File: src/rtl/cmode_pkg.sv
package cmode_pkg;
  typedef enum logic [1:0] {
    K_W32  = 2'd0,
    K_C10  = 2'd1,
    K_C16  = 2'd2,
    K_ALT  = 2'd3
  } kind_e;

  typedef enum logic [1:0] {
    M_W32  = 2'd0,
    M_C16  = 2'd1,
    M_ONCE = 2'd2
  } mode_e;
endpackage

File: src/rtl/cmode_classify.sv
module cmode_classify
  import cmode_pkg::*;
#(
  parameter int          OP_W     = 5,
  parameter logic [OP_W-1:0] ENTRY_OP = 5'b11110
) (
  input  mode_e           mode,
  input  logic            held,
  input  logic [OP_W-1:0] op_field,
  input  logic            first_bit,
  input  logic            last_bit,
  output logic            emit,
  output kind_e           kind,
  output logic            take_hold,
  output mode_e           next_mode
);
  logic [1:0] code;
  assign code = {first_bit, last_bit};

  always_comb begin
    emit      = 1'b0;
    kind      = K_W32;
    take_hold = 1'b0;
    next_mode = mode;
    if (mode == M_C16) begin
      emit = 1'b1;
      kind = (code == 2'b11) ? K_ALT : K_C16;
      case (code)
        2'b00:   next_mode = M_W32;
        2'b10:   next_mode = M_ONCE;
        default: next_mode = M_C16;
      endcase
    end else if (held) begin
      emit      = 1'b1;
      kind      = K_W32;
      next_mode = (mode == M_ONCE) ? M_C16 : M_W32;
    end else if (mode == M_W32 && op_field == ENTRY_OP) begin
      emit      = 1'b1;
      kind      = K_C10;
      next_mode = last_bit ? M_C16 : M_W32;
    end else begin
      take_hold = 1'b1;
    end
  end
endmodule

File: src/rtl/cmode_state.sv
module cmode_state
  import cmode_pkg::*;
#(
  parameter int HALF_W = 16
) (
  input  logic              clk,
  input  logic              rst_ni,
  input  logic              acc,
  input  logic              take_hold,
  input  mode_e             next_mode,
  input  logic [HALF_W-1:0] half,
  output mode_e             mode_q,
  output logic              held_q,
  output logic [HALF_W-1:0] hold_q
);
  mode_e             mode_d;
  logic              held_d;
  logic [HALF_W-1:0] hold_d;

  always_comb begin
    mode_d = mode_q;
    held_d = held_q;
    hold_d = hold_q;
    if (acc) begin
      mode_d = next_mode;
      held_d = take_hold;
      if (take_hold) hold_d = half;
    end
  end

  always_ff @(posedge clk or negedge rst_ni) begin
    if (!rst_ni) begin
      mode_q <= M_W32;
      held_q <= 1'b0;
      hold_q <= '0;
    end else if (acc) begin
      mode_q <= mode_d;
      held_q <= held_d;
      hold_q <= hold_d;
    end
  end

  // a pair is never open while every halfword is its own item
  assert_no_pair_in16_R5: assert property (@(posedge clk) disable iff (!rst_ni)
    !(mode_q == M_C16 && held_q));

  // exit code returns to 32-bit mode
  assert_exit_code_R6: assert property (@(posedge clk) disable iff (!rst_ni)
    (acc && mode_q == M_C16 && !half[HALF_W-1] && !half[0]) |=> (mode_q == M_W32));

  // the one-shot slot ends back in 16-bit mode
  assert_once_return_R7: assert property (@(posedge clk) disable iff (!rst_ni)
    (acc && mode_q == M_ONCE && held_q) |=> (mode_q == M_C16 && !held_q));

  // alternate code keeps 16-bit mode
  assert_alt_stays_R8: assert property (@(posedge clk) disable iff (!rst_ni)
    (acc && mode_q == M_C16 && half[HALF_W-1] && half[0]) |=> (mode_q == M_C16));
endmodule

File: src/rtl/cmode_outreg.sv
module cmode_outreg
  import cmode_pkg::*;
#(
  parameter int WORD_W = 32
) (
  input  logic              clk,
  input  logic              rst_ni,
  input  logic              load,
  input  kind_e             kind,
  input  logic [WORD_W-1:0] bits,
  input  logic              out_ready,
  output logic              out_valid,
  output logic [1:0]        out_kind,
  output logic [WORD_W-1:0] out_bits
);
  logic              valid_d;
  logic [1:0]        kind_d;
  logic [WORD_W-1:0] bits_d;

  always_comb begin
    valid_d = load;
    kind_d  = load ? kind : out_kind;
    bits_d  = load ? bits : out_bits;
  end

  always_ff @(posedge clk or negedge rst_ni) begin
    if (!rst_ni) begin
      out_valid <= 1'b0;
      out_kind  <= '0;
      out_bits  <= '0;
    end else if (out_ready) begin
      out_valid <= valid_d;
      out_kind  <= kind_d;
      out_bits  <= bits_d;
    end
  end

  // a stalled item stays put
  assert_stall_hold_R9: assert property (@(posedge clk) disable iff (!rst_ni)
    (out_valid && !out_ready) |=> (out_valid && $stable(out_kind) && $stable(out_bits)));

  // an item that left is not repeated unless new input was taken
  assert_no_dup_R10: assert property (@(posedge clk) disable iff (!rst_ni)
    (out_valid && out_ready && !load) |=> !out_valid);
endmodule

File: src/rtl/cmode_tracker.sv
module cmode_tracker
  import cmode_pkg::*;
#(
  parameter int              HALF_W   = 16,
  parameter int              OP_W     = 5,
  parameter logic [OP_W-1:0] ENTRY_OP = 5'b11110
) (
  input  logic                clk,
  input  logic                rst_n,
  input  logic                in_valid,
  output logic                in_ready,
  input  logic [HALF_W-1:0]   in_half,
  output logic                out_valid,
  input  logic                out_ready,
  output logic [1:0]          out_kind,
  output logic [2*HALF_W-1:0] out_bits
);
  localparam int WORD_W = 2 * HALF_W;

  logic rst_meta, rst_ni;
  always_ff @(posedge clk or negedge rst_n) begin
    if (!rst_n) begin
      rst_meta <= 1'b0;
      rst_ni   <= 1'b0;
    end else begin
      rst_meta <= 1'b1;
      rst_ni   <= rst_meta;
    end
  end

  logic              acc, emit, take_hold, held_q;
  kind_e             kind;
  mode_e             mode_q, next_mode;
  logic [HALF_W-1:0] hold_q;
  logic [WORD_W-1:0] item_bits;

  assign in_ready = out_ready;
  assign acc      = in_valid && in_ready;

  cmode_classify #(.OP_W(OP_W), .ENTRY_OP(ENTRY_OP)) u_classify (
    .mode      (mode_q),
    .held      (held_q),
    .op_field  (in_half[HALF_W-1 -: OP_W]),
    .first_bit (in_half[HALF_W-1]),
    .last_bit  (in_half[0]),
    .emit      (emit),
    .kind      (kind),
    .take_hold (take_hold),
    .next_mode (next_mode)
  );

  cmode_state #(.HALF_W(HALF_W)) u_state (
    .clk       (clk),
    .rst_ni    (rst_ni),
    .acc       (acc),
    .take_hold (take_hold),
    .next_mode (next_mode),
    .half      (in_half),
    .mode_q    (mode_q),
    .held_q    (held_q),
    .hold_q    (hold_q)
  );

  assign item_bits = (kind == K_W32) ? {hold_q, in_half} : {{HALF_W{1'b0}}, in_half};

  cmode_outreg #(.WORD_W(WORD_W)) u_out (
    .clk       (clk),
    .rst_ni    (rst_ni),
    .load      (acc && emit),
    .kind      (kind),
    .bits      (item_bits),
    .out_ready (out_ready),
    .out_valid (out_valid),
    .out_kind  (out_kind),
    .out_bits  (out_bits)
  );

  // a 32-bit item only follows an accepted closing halfword
  assert_pair_closed_R2: assert property (@(posedge clk) disable iff (!rst_ni)
    (out_ready && $rose(out_valid) && out_kind == 2'd0) |-> $past(acc && held_q));
endmodule

File: config.mk
export PLATFORM = sky130hd
export DESIGN_NAME = cmode_tracker
export DESIGN_NICKNAME = d
export VERILOG_FILES = /design/src/rtl/cmode_pkg.sv /design/src/rtl/cmode_classify.sv /design/src/rtl/cmode_state.sv /design/src/rtl/cmode_outreg.sv /design/src/rtl/cmode_tracker.sv
export SDC_FILE = /design/constraint.sdc
export NUM_CORES = 1
export LEC_CHECK = 0
export ABC_AREA = 1
export BUFFER_PORTS_ARGS = -buffer_cell sky130_fd_sc_hd__buf_2
export CAP_MARGIN = 10
export CORE_AREA = 2 2 72 74
export DETAILED_ROUTE_END_ITERATION = 10
export DIE_AREA = 0 0 74 76
export PLACE_DENSITY = 0.78
export SETUP_SLACK_MARGIN = 0.4
export SLEW_MARGIN = 0
export SYNTH_ARGS = -nofsm -noshare
export SYNTH_HDL_FRONTEND = slang
export SYNTH_SLANG_ARGS = --single-unit
File: constraint.sdc
create_clock -name clk -period 2.38 [get_ports clk]
set_input_delay 0.119 -clock clk [delete_from_list [all_inputs] [get_ports clk]]
set_output_delay 0.119 -clock clk [all_outputs]
set_load 0.005 [all_outputs]
==> flow_summary.toml, run 1 <==
[die]
core_um2 = 4910
die_w_um = 74
row_count = 26
initial_core_util_pct = 50.0
io_pins = 56
die_area_um2 = 5620
dieHeight_um = 76

[layout]
fillers = 436
drive_gt1_share_pct = 40.4
regArea_um2 = 1400
layout_commonest_cell = "nand2_1"
finish.instance_area_um2 = 2840
multiInputGateArea_um2 = 846
utilization_pct = 57.9
antenna_cells = 0
area_delta_synth_final_pct = 15.7
layout.nets = 311
layout_common_cells = "nand2_1, buf_2, dfrtp_1"

[power_and_ir_drop]
clockPowerShare_pct = 16.2
p_per_area_nw_per_um2 = 1150
p_comb_share_pct = 36.3
p_leak_nw = 1.48
internal-power_mw = 2.10
p_sw_mw = 1.18
switching_share_pct = 36.1
p_total_mw = 3.28
seq_power_share_pct = 47.5
max-vdd-ir-drop_mv = 0.486

[detailed_routing]
dr.pass1.iters = 4
drtIter0Drc = 161
ant_nets = 0
vias_per_cell = 4.78
wl_per_cell_um = 11.9
drt-total-wl_um = 4290
vias = 1731
drc = 0

[synthesis]
netlist_top_cells_area = "dfrtp_1, o21ai_2, nand2_1"
synth.distinct_cells = 24
ys_ff_latch = 56
synth_nets = 256
avgSynthCellArea_um2 = 10.4
synth_top_cell_area_share_pct = 57.0
synth_largest_area_cell = "dfrtp_1"
synth_area_um2 = 2460
yosys_warnings = 0
syn-instance-count = 236
yosysSeqAreaShare_pct = 57.0

[clocking]
htree_levels = 2
cts_made_buffers = 5
cts.clk_slew.worst_paths_ns = 0.09
clock-sinks = 56
clk_latency_ns = 0.31
cts_root_buf = "clkbuf_8"
cts_tree = "built"
clk_path_buf_depth = 2
cts_setup_buffers = 0

[run]
cap_viol_max_count = 0

[timing]
tightest_slew_ns = 0.658
layout_min_cycle_time_ns = 1.71
timing.final.crit_share_pct = 71.8
hold_viol = 0
setup_tns_ns = 0
max_slew_margin_pct = 56.1
final_max_slew_viol_count = 0
clock.fmax_mhz = 585
timing.final.ws_setup_ns = 0.672
setup_viol = 0
clock_skew_ns = 0.00986
rsz0062_at_grt = "false"

[setup_path]
startpoint_type = "flop"
cp_top_family = "simple AND/OR/NAND/NOR gates"
critPathMaxStageDelay_ns = 0.45
cpMaxStageDelayCell = "dfrtp_1"
critical_path_class = "flop to flop"
crit_chain = "nand2_4 > inv_4 > nor2_4 > nand2_4 > nand2_8 > nand2_1 > o21ai_2"
worstPathRequired_ns = 2.61
crit_fanout = 72
crit_arrival_ns = 1.94
crit_top_cell = "nand2_4"
worstSetupEndpointType = "flop"
path_buf_inv = 1

[global_route]
grt_use_total_pct = 17.5
antenna_found_initial = 0
grt_pass1_vias = 1658
grt_max_degree = 73
grt_pass1_wl_um = 7800
overflow = 0

[status]
status = "completed"

[hold_path]
hold_path_class = "input pin to flop"

[placed_design]
finalWeightedCongestion = 0.716
io_buffer_count = 55
hpwl_um = 2960
post-place-ws_ns = 0.450
placed_cell_area_um2 = 2720
worst min-delay path, cell delays in order:
cell,delay (ns)
buf_2,0.09
inv_1,0.07
o21ai_2,0.06
through the flow:
step	cells	hold slack, ns
floorplan	236	-0.177
global placement	352	-0.0958
detailed placement	352	-0.0944
CTS	362	0.0557
global route	362	0.0813
finish	362	0.0675
final timing paths:
| check | cells past startpoint | from | slack [ns] | endpoint |
|---|---|---|---|---|
| hold / removal | 3 | in_half[9] | 0.07 | u_out.out_bits[9]$_DFFE_PN0P_ |
| hold reg to reg | 0 | rst_ni$_DFF_PN0_ | 0.30 | u_state.hold_q[8]$_DFFE_PN0P_ |
| max in group asynchronous | 1 | rst_ni$_DFF_PN0_ | 1.42 | u_state.mode_q[1]$_DFFE_PN0P_ |
| setup reg to reg | 7 | u_state.mode_q[0]$_DFFE_PN0P_ | 0.67 | u_out.out_bits[4]$_DFFE_PN0P_ |
| min in group asynchronous | 2 | rst_n | 0.12 | rst_ni$_DFF_PN0_ |
| setup / recovery | 7 | u_state.mode_q[0]$_DFFE_PN0P_ | 0.67 | u_out.out_bits[4]$_DFFE_PN0P_ |
repair_timing:
| item | in CTS | in global routing |
|---|---|---|
| resized for setup | 0 | 1 |
| endpoints found under the hold margin | 3 | 0 |
| endpoints found under the setup margin | 0 | 16 |
| hold buffers | 2 | 0 |
layer usage:
metal	track usage (%)	wire, um	up-vias	part of all wire [%]
li1	-	-	872	-
met1	24.9	2020	820	47
met2	26.8	2050	32	48
met3	3.57	152	7	3.5
met4	6.00	72	0	1.7
met5	0	0	-	0
Yosys cell counts:
master,n
nand2_1,60
dfrtp_1,56
o21ai_2,40
inv_1,20
nand3_1,18
o21ai_1,10
buf_6,8
o21ai_0,3
buf_4,2
inv_2,2
nand2_4,2
nand3_2,2
nor2_1,2
a21oi_1,1
buf_2,1
buf_8,1
clkbuf_1,1
conb_1,1
inv_4,1
nand2_2,1
nand2_8,1
nor2_2,1
nor2_4,1
nor3_1,1
cells by family after synthesis:
kind of cell / share of synthesized area (%)
AND/OR/NAND/NOR: 16.9
flip-flops: 57.0
AO/OA/AOI/OAI: 17.1
buffers and inverters: 8.86
other: 0.153
registers in the layout (all words and copies together), names as in the netlist:
register / count
u_state.mode_q: 2
u_state.held_q: 1
u_out.out_valid: 1
u_out.out_bits: 32
u_out.out_kind: 2
rst_meta: 1
rst_ni: 1
u_state.hold_q: 16
layout make-up:
type | instances | area share [%]
clock buffers | 7 | 3.04
clock inverters | 1 | 0.264
inverters | 23 | 3.12
multi-input cells | 144 | 29.7
flip-flops and latches | 56 | 49.3
well taps | 70 | 3.08
repair buffers | 61 | 11.4
power by group through the flow:
stage / clock network, mW / registers [mW] / logic (mW)
2_1_floorplan: 0 / 1.58 / 0.856
3_3_place_gp: 0 / 1.56 / 1.16
3_5_place_dp: 0 / 1.58 / 1.20
4_1_cts: 0.550 / 1.56 / 1.21
5_1_grt: 0.583 / 1.61 / 1.36
6_report: 0.532 / 1.56 / 1.19
Power figures use the tool's default switching activity.
==> run 2, diff against run 1 <==
==> constraint.sdc (replaced) <==
create_clock -name clk -period 1.8 [get_ports clk]
set_input_delay 0.09 -clock clk [delete_from_list [all_inputs] [get_ports clk]]
set_output_delay 0.09 -clock clk [all_outputs]
set_load 0.005 [all_outputs]
==> run 2 against run 1 <==
Effect of this change: clock power increased by 33%; critical path type unchanged; worst setup slack got worse by 0.38 ns; clock-buffer cell count increased by 1; maximum frequency increased by 13%; worst hold slack got worse by 0.030 ns; global-route usage increased by 2.4 points; power increased by 53%; non-clock buffer count increased by 2; register-to-register slack got worse by 0.38 ns; design area increased by 11%; core utilization increased by 6.5 points; combinational power increased by 84%.
==> flow_summary.toml, run 2 (synthesis results as in run 1) <==
[layout]
finish.instance_area_um2 = 3170
area_delta_synth_final_pct = 28.8
layout_common_cells = "buf_2, dfrtp_1, o21ai_2"
layout_commonest_cell = "buf_2"
largest_reg_flops = 32
drive_gt1_share_pct = 52.1
layout.nets = 322
antenna_cells = 0
largest_register = "u_out.out_bits"
reg_top3 = "u_out.out_bits x32, u_state.hold_q x16"

[global_route]
grt.busiest_layer = "met2"
grt_use_total_pct = 19.9
grt_pass1_vias = 1767
grt_util_met1_pct = 27.6
antenna_found_initial = 0
met3_usage_pct = 3.31
grt_max_degree = 22
overflow = 0
grt_pass1_wl_um = 8670
grt.met2_usage_pct = 31.8

[detailed_routing]
drc = 0
wl_per_cell_um = 16.2
vias = 1954
ant_nets = 0
drt-total-wl_um = 6040
vias_per_cell = 5.24
drtIter0Drc = 137
dr.pass1.iters = 4

[power_and_ir_drop]
p_sw_mw = 2.01
p_total_mw = 5.03
max-vdd-ir-drop_mv = 0.677
seq_power_share_pct = 42.4
p_comb_share_pct = 43.5
p_per_area_nw_per_um2 = 1590
internal-power_mw = 3.01
p_leak_nw = 1.58
switching_share_pct = 40.1
clockPowerShare_pct = 14.1

[setup_path]
crit_fanout = 9
cp_top_family = "simple AND/OR/NAND/NOR gates"
reg2regPathDepth = 8
crit_arrival_ns = 1.71
crit_chain = "inv_2 > nand2_2 > nor2_4 > nand2_4 > nand2_8 > nand2_8 > nand2_1 > o21ai_2"
critPathMaxStageDelay_ns = 0.42
path_buf_inv = 1
worstSetupEndpointType = "flop"
timing.rr.start = "u_state.mode_q[1]$_DFFE_PN0P_"
crit_top_cell = "nand2_8"
r2r-end = "u_out.out_bits[21]$_DFFE_PN0P_"
startpoint_type = "flop"
rrSetupSlack_ns = 0.29
worstPathRequired_ns = 2.00
critical_path_class = "flop to flop"
cpMaxStageDelayCell = "dfrtp_1"

[clocking]
cts.clk_slew.worst_paths_ns = 0.09
clock-sinks = 56
clk_path_buf_depth = 2
cts_root_buf = "clkbuf_8"
clk_latency_ns = 0.31
htree_levels = 2
cts_tree = "built"
cts_made_buffers = 5

[die]
die_area_um2 = 5620
row_count = 26
die_w_um = 74
initial_core_util_pct = 50.0
io_pins = 56
core_um2 = 4910
dieHeight_um = 76

[timing]
rsz0062_at_grt = "true"
tightest_slew_ns = 0.730
max_slew_margin_pct = 51.2
hold_viol = 0
setup_tns_ns = 0
layout_min_cycle_time_ns = 1.51
final_max_slew_viol_count = 0
timing.final.crit_share_pct = 83.9
clock.fmax_mhz = 662
setup_viol = 0
clock_skew_ns = 0.00196
hold_ws_ns = 0.0379

[placed_design]
io_buffer_count = 55
placed_cell_area_um2 = 2730
hpwl_um = 3030
finalWeightedCongestion = 0.735

[run]
cap_viol_max_count = 0

[status]
status = "completed"

[hold_path]
min_to = "u_out.out_bits[2]$_DFFE_PN0P_"
hold_path_class = "input pin to flop"
whs_path_depth = 3
hold_start = "in_half[2]"
## run 2: cell count changes in the layout (fill, tap and decap cells not counted), moves of 2 or more
cell / previous run / this run
buf_12: 0 / 2
nand2_1: 60 / 32
nand2_2: 1 / 22
nand2_4: 2 / 11
nand2_8: 1 / 8
o21ai_0: 3 / 1
o21ai_1: 10 / 12
## run 2: area by class of cell
cell class	instances	area, um2
clock buffers	8	90.1
flip-flops and latches	56	1400
fillers	379	1750
inverters	23	92.6
well taps	70	87.6
multi-input cells	153	1120
repair buffers	63	373
## run 2: what timing repair did
action | in CTS | in global routing
pin swaps | 1 | 4
gates cloned | 3 | 6
gates resized for setup | 11 | 42
hold buffers | 2 | 0
buffers inserted | 0 | 1
setup endpoints to repair | 37 | 54
hold endpoints to repair | 3 | 0
## run 2: power groups by stage
stage	clock [mW]	sequential, mW	combinational [mW]
after global placement	0	2.07	1.56
after detailed placement	0	2.08	1.61
final	0.709	2.13	2.19
after CTS	0.714	2.07	1.78
after global routing	0.766	2.19	2.39
after floorplan	0	2.09	1.13
## run 2: worst max-delay path by stage
stage                                        startpoint                              to  depth (start not counted)  slack (ns)
after floorplan           u_state.mode_q[0]$_DFFE_PN0P_   u_out.out_kind[1]$_DFFE_PN0P_                          9        0.53
after global placement    u_state.mode_q[0]$_DFFE_PN0P_  u_out.out_bits[17]$_DFFE_PN0P_                          8        0.28
after detailed placement  u_state.mode_q[0]$_DFFE_PN0P_   u_out.out_kind[1]$_DFFE_PN0P_                          8        0.24
after CTS                 u_state.mode_q[1]$_DFFE_PN0P_   u_out.out_bits[4]$_DFFE_PN0P_                          8        0.37
after global routing      u_state.mode_q[1]$_DFFE_PN0P_  u_out.out_bits[21]$_DFFE_PN0P_                          8        0.22
final                     u_state.mode_q[1]$_DFFE_PN0P_  u_out.out_bits[21]$_DFFE_PN0P_                          8        0.29
## run 2: per-stage QoR
stage	std cells	worst slack [ns]	util, %
final	373	0.289	64.4
after global routing	373	0.224	64.4
after CTS	366	0.371	59.5
after detailed placement	353	0.239	55.6
after global placement	353	0.283	55.6
after floorplan	236	0.530	-
## run 2: worst register-to-register path, delay by kind of cell (launching register included)
family	cells	cell delay [ns]
AO/OA/AOI/OAI	1	0.07
buffers and inverters	1	0.10
flip-flops	1	0.42
AND/OR/NAND/NOR	6	0.81
## run 2: routing by layer
metal  share of wire (%)  up-vias
met4                 1.5        0
met2                  51       67
met5                   0        -
met1                  43      975
met3                 4.3        8
li1                    -      904
==> run 3, diff against run 2 <==
==> constraint.sdc (replaced) <==
create_clock -name clk -period 1.4 [get_ports clk]
set_input_delay 0.07 -clock clk [delete_from_list [all_inputs] [get_ports clk]]
set_output_delay 0.07 -clock clk [all_outputs]
set_load 0.005 [all_outputs]
==> run 3 against run 2 <==
Effect of this change: the run now ends with setup timing left; via count down 5.1%; sequential share of layout area down 2.3 points; design area up 5.4%; critical path depth up 1; critical path type unchanged.
==> flow_summary.toml, run 3 (synthesis results as in run 1) <==
[hold_path]
hold_path_class = "input pin to flop"
hold_start = "in_half[9]"
min_to = "u_out.out_bits[9]$_DFFE_PN0P_"
whs_path_depth = 3

[layout]
drive_gt1_share_pct = 56.5
layout_commonest_cell = "buf_2"
antenna_cells = 0
layout.nets = 332
largest_reg_flops = 32
largest_register = "u_out.out_bits"
finish.instance_area_um2 = 3340
area_delta_synth_final_pct = 35.7
fillers = 373
layout_common_cells = "buf_2, dfrtp_1, o21ai_2"
layout.cells.non_filler = 383
reg_top3 = "u_out.out_bits x32, u_state.hold_q x16"

[global_route]
met3_usage_pct = 3.70
overflow = 0
grt_pass1_vias = 1727
grt.met2_usage_pct = 27.9
grt.busiest_layer = "met1"
grt_use_total_pct = 19.0
antenna_found_initial = 0
grt_util_met1_pct = 29.1
grt_max_degree = 55
grt_pass1_wl_um = 8400

[timing]
rsz0062_at_grt = "true"
setup_tns_ns = -0.0392
layout_min_cycle_time_ns = 1.41
timing.final.crit_share_pct = 101
timing.final.ws_setup_ns = -0.00831
final_max_slew_viol_count = 0
clock.fmax_mhz = 710
hold_ws_ns = 0.0155
hold_viol = 0
clock_skew_ns = 0.00637
setup_viol = 8

[clocking]
cts_root_buf = "clkbuf_8"
htree_levels = 2
cts_tree = "built"
clk_latency_ns = 0.30
cts.clk_slew.worst_paths_ns = 0.10
clock-sinks = 56
clk_path_buf_depth = 2
cts_made_buffers = 5

[power_and_ir_drop]
max-vdd-ir-drop_mv = 0.923
p_leak_nw = 1.70
p_per_area_nw_per_um2 = 1930

[die]
die_area_um2 = 5620
dieHeight_um = 76
core_um2 = 4910
row_count = 26
io_pins = 56
die_w_um = 74
initial_core_util_pct = 50.0

[placed_design]
hpwl_um = 3060
dpl.cell_count = 359
post-place-ws_ns = -0.0302
finalWeightedCongestion = 0.783
placed_cell_area_um2 = 2890
io_buffer_count = 55

[status]
status = "finished, violations left"
failed_checks = "setup timing"

[setup_path]
crit_arrival_ns = 1.61
reg2regPathDepth = 9
startpoint_type = "flop"
rrSetupSlack_ns = -0.008
worstPathRequired_ns = 1.60
timing.rr.start = "u_state.mode_q[0]$_DFFE_PN0P_"
crit_fanout = 7
worstSetupEndpointType = "flop"
r2r-end = "u_out.out_bits[2]$_DFFE_PN0P_"
critical_path_class = "flop to flop"

[detailed_routing]
drc = 0
vias_per_cell = 4.84
drt-total-wl_um = 5270
drtIter0Drc = 100
wl_per_cell_um = 13.8
vias = 1855
dr.pass1.iters = 4
ant_nets = 0

[run]
cap_viol_max_count = 0
## run 3: cell count changes in the layout (fill, tap and decap cells not counted), sizes merged
| cell | before | now |
|---|---|---|
| inv | 22 | 23 |
| nand2 | 73 | 65 |
| clkinv | 0 | 2 |
| clkbuf | 8 | 9 |
| buf | 61 | 76 |
| clkinvlp | 1 | 0 |
## run 3: worst max-delay path, cell delays in order (launching register included)
cell and delay, ns:
dfrtp_2 0.43, inv_2 0.05, nand2_2 0.06, nor2_4 0.10, nand2_2 0.09, nand2_4 0.14, nand2_8 0.12, clkbuf_16 0.21
nand2_4 0.05, o21ai_2 0.05
## run 3: repair_timing
action	in CTS	in global routing
hold buffers	1	1
setup endpoints to repair	54	54
pin swaps	2	9
endpoints found under the hold margin	3	1
gates resized for setup	12	33
cloned	3	3
setup buffers	5	3
## run 3: power by group
| group | switching, mW | leakage [nW] | total, mW | internal, mW |
|---|---|---|---|---|
| Clock | 0.509 | 0.0510 | 0.905 | 0.396 |
| Sequential | 0.462 | 0.707 | 2.74 | 2.28 |
| Combinational | 1.41 | 0.943 | 2.80 | 1.40 |
## run 3: worst max-delay path by stage
stage                                             start                        endpoint  slack, ns  cells after the start
after floorplan           u_state.mode_q[0]$_DFFE_PN0P_   u_out.out_kind[1]$_DFFE_PN0P_       0.13                      9
after global placement    u_state.mode_q[0]$_DFFE_PN0P_  u_out.out_bits[16]$_DFFE_PN0P_       0.04                      9
after detailed placement  u_state.mode_q[0]$_DFFE_PN0P_  u_out.out_bits[16]$_DFFE_PN0P_      -0.03                      8
after CTS                 u_state.mode_q[0]$_DFFE_PN0P_  u_out.out_bits[11]$_DFFE_PN0P_      0.007                      9
after global routing      u_state.mode_q[1]$_DFFE_PN0P_  u_out.out_bits[21]$_DFFE_PN0P_      -0.09                     10
final                     u_state.mode_q[0]$_DFFE_PN0P_   u_out.out_bits[2]$_DFFE_PN0P_     -0.008                      9
## run 3: layout make-up
cell class | count | area (um2) | area share, %
timing repair buffer | 81 | 678 | 20.3
tap | 70 | 87.6 | 2.63
clock inverter | 2 | 10.0 | 0.300
multi-input combinational | 145 | 985 | 29.5
inverter | 23 | 88.8 | 2.66
clock buffer | 6 | 82.6 | 2.48
sequential | 56 | 1400 | 42.1
## run 3: routing by layer
metal  vias to the layer above  wire (um)
met5                         -          0
met4                         0         45
met3                         4        139
met2                        38       2630
met1                       894       2450
li1                        919          -
## run 3: through the flow
step           total power [mW]  util (%)
6_report                   6.45      67.9
2_1_floorplan              4.19         -
3_3_place_gp               4.86      58.8
4_1_cts                    6.05      63.5
3_5_place_dp               4.94      58.8
5_1_grt                    6.91      67.9
